`config.mk`:
```
export PLATFORM = sky130hd
export DESIGN_NAME = pte_fault_prio
export DESIGN_NICKNAME = d
export VERILOG_FILES = /design/src/rtl/pte_chk_pkg.sv /design/src/rtl/pte_fault_prio.sv
export SDC_FILE = /design/constraint.sdc
export NUM_CORES = 1
export LEC_CHECK = 0
export ABC_AREA = 1
export CAP_MARGIN = 0
export CORE_AREA = 2 2 39 41
export DETAILED_ROUTE_END_ITERATION = 10
export DIE_AREA = 0 0 41 43
export DONT_BUFFER_PORTS = 1
export GPL_ROUTABILITY_DRIVEN = 0
export PLACE_DENSITY = 0.3
export SLEW_MARGIN = 10
export SYNTH_ARGS = -nofsm -noshare
export SYNTH_HDL_FRONTEND = slang
export SYNTH_SLANG_ARGS = --single-unit
```
`constraint.sdc`:
```
create_clock -name vclk -period 3.1
set_input_delay 0.93 -clock vclk [all_inputs]
set_output_delay 0.93 -clock vclk [all_outputs]
set_load 0.02 [all_outputs]
```
`src/rtl/pte_chk_pkg.sv`:
```
package pte_chk_pkg;

    parameter int ENTRY_W    = 64;
    parameter int VA_W       = 64;
    parameter int PA_W       = 48;
    parameter int PLV_W      = 2;
    parameter int PS_W       = 5;
    parameter int PAGE_SHIFT = 12;
    parameter int PS_MIN     = 12;
    parameter int PS_MAX     = 30;
    parameter int NARROW_TOP = 31;

    localparam int FRAME_W  = PA_W - PAGE_SHIFT;
    localparam int NFRAME_W = NARROW_TOP + 1 - PAGE_SHIFT;

    // entry bit positions
    localparam int B_VALID = 0;
    localparam int B_DIRTY = 1;
    localparam int B_PLV   = 2;
    localparam int B_EXACT = B_PLV + PLV_W;
    localparam int B_NORD  = B_EXACT + 1;
    localparam int B_NOEX  = B_NORD + 1;

    typedef enum logic [1:0] {
        ACC_FETCH = 2'd0,
        ACC_LOAD  = 2'd1,
        ACC_STORE = 2'd2,
        ACC_ALT   = 2'd3
    } acc_e;

    typedef enum logic [2:0] {
        RES_MATCH   = 3'd0,
        RES_INVALID = 3'd1,
        RES_NOEXEC  = 3'd2,
        RES_NOREAD  = 3'd3,
        RES_PRIV    = 3'd4,
        RES_DIRTY   = 3'd5
    } res_e;

    typedef struct packed {
        logic             valid;
        logic             dirty;
        logic             exact_plv;
        logic             no_read;
        logic             no_exec;
        logic [PLV_W-1:0] plv;
        logic [PA_W-1:0]  frame_base;
    } pte_f_t;

    function automatic logic [PS_W-1:0] clamp_ps(input logic [PS_W-1:0] ps);
        if (ps < PS_W'(PS_MIN))
            return PS_W'(PS_MIN);
        else if (ps > PS_W'(PS_MAX))
            return PS_W'(PS_MAX);
        return ps;
    endfunction

endpackage

```
`src/rtl/pte_fault_prio.sv`:
```
module pte_fault_prio
    import pte_chk_pkg::*;
(
    input  pte_f_t           fields,
    input  logic [1:0]       acc,
    input  logic [PLV_W-1:0] cur_plv,
    output res_e             code
);
    logic is_fetch, is_store, is_load, priv_bad;
    logic unused_frame;

    assign unused_frame = ^fields.frame_base;
    assign is_fetch = (acc_e'(acc) == ACC_FETCH);
    assign is_store = (acc_e'(acc) == ACC_STORE);
    assign is_load  = !is_fetch && !is_store;
    assign priv_bad = fields.exact_plv ? (cur_plv != fields.plv)
                                       : (cur_plv > fields.plv);

    always_comb begin
        if (!fields.valid)
            code = RES_INVALID;
        else if (is_fetch && fields.no_exec)
            code = RES_NOEXEC;
        else if (is_load && fields.no_read)
            code = RES_NOREAD;
        else if (priv_bad)
            code = RES_PRIV;
        else if (is_store && !fields.dirty)
            code = RES_DIRTY;
        else
            code = RES_MATCH;
    end
endmodule

```
**Word-level counts from Yosys, hierarchy flattened**

Index checks and enable logic that the tools add are counted.
Widths: inputs -> output; s select.

- Bits of input ports: 59
- Logic and storage cells: 17
- Bits in registers: 0
- Output and inout port bits: 3

- Reduce and logical (&&, ||, !) cells: 8
- Mux-type cells: 6
- $lt $le $gt $ge: 1
- Equality and inequality tests: 2

Operators with widths:

| kind | number |
|---|---|
| $mux 3 | 5 |
| $logic_and 1x1->1 | 4 |
| $logic_not 1->1 | 3 |
| $eq 2x2->1 const B | 1 |
| $gt 2x2->1 | 1 |
| $logic_not 2->1 | 1 |
| $ne 2x2->1 | 1 |
| $mux 1 | 1 |

**Longest topological paths before layout**

- Depth after elaboration: 7
- Mapped depth: 8
- Gate-level depth less buffers: 8

**Worst setup path after synthesis**

Ideal clock, no wire load.

- Path kind: input -> output
- From: input port fields[49] (netlist name)
- To: output port code[0]
- Required time: 2.170 ns
- Arrival: 1.639 ns
- Setup slack: 0.531 ns
- Stages: 7
- Path buffers: 0
- Cell sequence: inv_1 > ha_1 > nand2_1 > nand2_1 > nand2_1 > nand2_1 > nand3_1

- Cells in the longest elaborated chain, start to end: 6
- Elaborated cells on any way between the ends: 7
- Those cells by class: order compare (1); eq/ne (1); mux (5)

Ends and longest elaborated chain:

| element | line | RTL |
|---|---|---|
| start, declared | pte_fault_prio.sv:4 | `input pte_f_t fields,` |
| $gt 2x2->1 / $ne 2x2->1 (equally long branches) | pte_fault_prio.sv:17, pte_fault_prio.sv:16 |  |
| $mux 1 (*) | pte_fault_prio.sv:16 | `assign priv_bad = fields.exact_plv ? (cur_plv != fields.plv)` |
| $mux 3 (*) | pte_fault_prio.sv:26 | `else if (priv_bad)` |
| $mux 3 (*) | pte_fault_prio.sv:24 | `else if (is_load && fields.no_read)` |
| $mux 3 (*) | pte_fault_prio.sv:22 | `else if (is_fetch && fields.no_exec)` |
| $mux 3 (*) | pte_fault_prio.sv:20 | `if (!fields.valid)` |
| end, declared | pte_fault_prio.sv:7 | `output res_e code` |

Every way passes the cells marked *; elsewhere a longest branch is shown, timed or not.

**Worst setup path after layout**

Ends and elaborated chain as after synthesis.

==> out/qor.yml <==
worst_setup_path:
  maximum_fanout_count_along_the_critical_path: 2
  setup.worst_path.end_class: "output pin"
  startpoint_type: "primary input"
  cp.buffers_inverters: 1
  setup_crit_path_kind: "primary input to output pin"
  worstPathArrival_ns: 1.69
  path_cells: "inv_1 -> ha_1 -> nand2_1 -> nand2_1 -> nand2_1 -> nand2_1 -> nand3_1"
  worst_path_max_delay_cell: "sky130_fd_sc_hd__ha_1"
  cp_slowest_stage_delay_ns: 0.29
  worstPathRequired_ns: 2.17
  path_delay_family: "simple AND/OR/NAND/NOR gates"
  worst-path-stages: 7
  timing.critical_path.mode_cell: "sky130_fd_sc_hd__nand2_1"
final_layout:
  design.seq.count: 0
  post_route_cells_drive_above_1_share_pct: 13.0
  n_clock_buffer: 0
  mostFrequentLayoutCell: "sky130_fd_sc_hd__nand2_1"
  diodes: 0
  areaGrowthSynthToFinish_pct: 16.2
  area.sequential_um2: 0
  fillers: 161
  num-nets-final: 86
  final_core_utilization_pct: 10.4
  layout_common_cells: "sky130_fd_sc_hd__nand2_1, sky130_fd_sc_hd__inv_1, sky130_fd_sc_hd__nor2_1, sky130_fd_sc_hd__ha_1"
routing:
  wl_per_cell_um: 6.33
  antenna_violating_nets_post_route: 0
  vias_per_cell: 3.49
  vias: 136
  drtPass1Iterations: 1
  totalWireLength_um: 247
  post-route-drc-count: 0
  detail_route.iter0.violations: 0
grt:
  wire_length_of_the_first_global_routing_pass_um: 358
  grt_antenna_before_repair: 0
  pin_count_of_the_biggest_net_entering_global_routing: 5
  first_global_vias: 111
  grt_use_total_pct: 2.80
  grt.overflow.total: 0
placement:
  numPortBuffers: 0
  hpwlAfterDp_um: 247
  pre_cts_ws_ns: 0.454
synth:
  synth_nets: 84
  mappedNetlistArea_um2: 124
  synth.lib_cells_used.distinct: 10
  synth_top_cell_area_share_pct: 21.2
  yosysWarnings: 0
  synthesis.instances: 23
  synth_area_per_cell_um2: 5.39
  synth.top_cells.by_area: "sky130_fd_sc_hd__nand2_1, sky130_fd_sc_hd__ha_1, sky130_fd_sc_hd__inv_1, sky130_fd_sc_hd__nor2_1, sky130_fd_sc_hd__nand3_2"
  yosysSeqAreaShare_pct: 0
  synthDominantAreaCellType: "sky130_fd_sc_hd__nand2_1"
clock_network:
  cts_setup_buffers: 0
  cts_resized: 0
  cts-hold-fix-buffers: 0
sta:
  setup_total_negative_slack_ns: 0
  crit_share_post_route_pct: 84.5
  layout_setup_ws_ns: 0.482
  report.final.slew_viol_count: 0
  finalCriticalPeriod_ns: 2.62
  hold_viol: 0
  fmax_mhz: 382
  setup_repair_after_global_routing_missed_its_margin: "false"
  worst_pin_slew_ns: 0.432
  relSlewSlack_pct: 71.1
  finalSetupViolCount: 0
status:
  status: "finished clean"
flow_run:
  max_cap_violations: 0
floorplan:
  die_area_mm2: 0.00176
  fp.dieW_um: 41
  fp-row-count: 14
  die_height_um: 43
  start_util_pct: 8.95
  core_area_mm2: 0.00138
  ioPinCount: 62
min_path:
  hp-class: "primary input to output pin"
  min_delay_path_depth: 2
power:
  ir_drop_v: 0.0000202
  p_per_area_mw_per_mm2: 121
  p_leak_nw: 0.0765
logic make-up after synthesis:
group	share of synthesized area (%)
simple gates	51.5
fa+ha+maj	20.2
buf+inv	15.2
compound gates	13.1
per-stage QoR:
| stage | area [um^2] | hold WS (ns) | power (mW) | instances |
|---|---|---|---|---|
| floorplan | 124 | 1.97 | 0.0157 | 23 |
| global placement | 144 | 1.98 | 0.0181 | 39 |
| detailed placement | 144 | 1.98 | 0.0179 | 39 |
| CTS | 144 | 1.98 | 0.0180 | 39 |
| global route | 144 | 1.99 | 0.0196 | 39 |
| finish | 144 | 1.98 | 0.0174 | 39 |
path summary, 6_finish.rpt:
| kind | from | endpoint | slack (ns) |
|---|---|---|---|
| max | fields[49] | code[0] | 0.48 |
| min | fields[54] | code[2] | 1.98 |
power by group:
part / internal [mW] / switching (mW) / leakage (nW)
Sequential: 0 / 0 / 0
Clock: 0 / 0 / 0
Combinational: 0.00594 / 0.0114 / 0.0765
final cells by class:
| cell class | instances | area, um^2 | area share (%) |
|---|---|---|---|
| Inverter | 5 | 18.8 | 13.0 |
| Multi-Input combinational cell | 18 | 105 | 73.0 |
| Tap cell | 16 | 20.0 | 13.9 |
synth_stat cells (all sizes together):
cell type,number
nand2,8
inv,5
nor2,3
ha,2
nand3,2
a21boi,1
a21oi,1
nor3,1
routing by layer:
metal  GRT usage, %  wire length (um)  vias up  share of wire (%)
li1               -                 -       72                  -
met1           3.80               105       52                 43
met2           4.69               100       12                 40
met3          0.524                41        0                 17
met4              0                 0        0                  0
met5              0                 0        -                  0
Note: power is estimated with default switching activity, not from simulation.
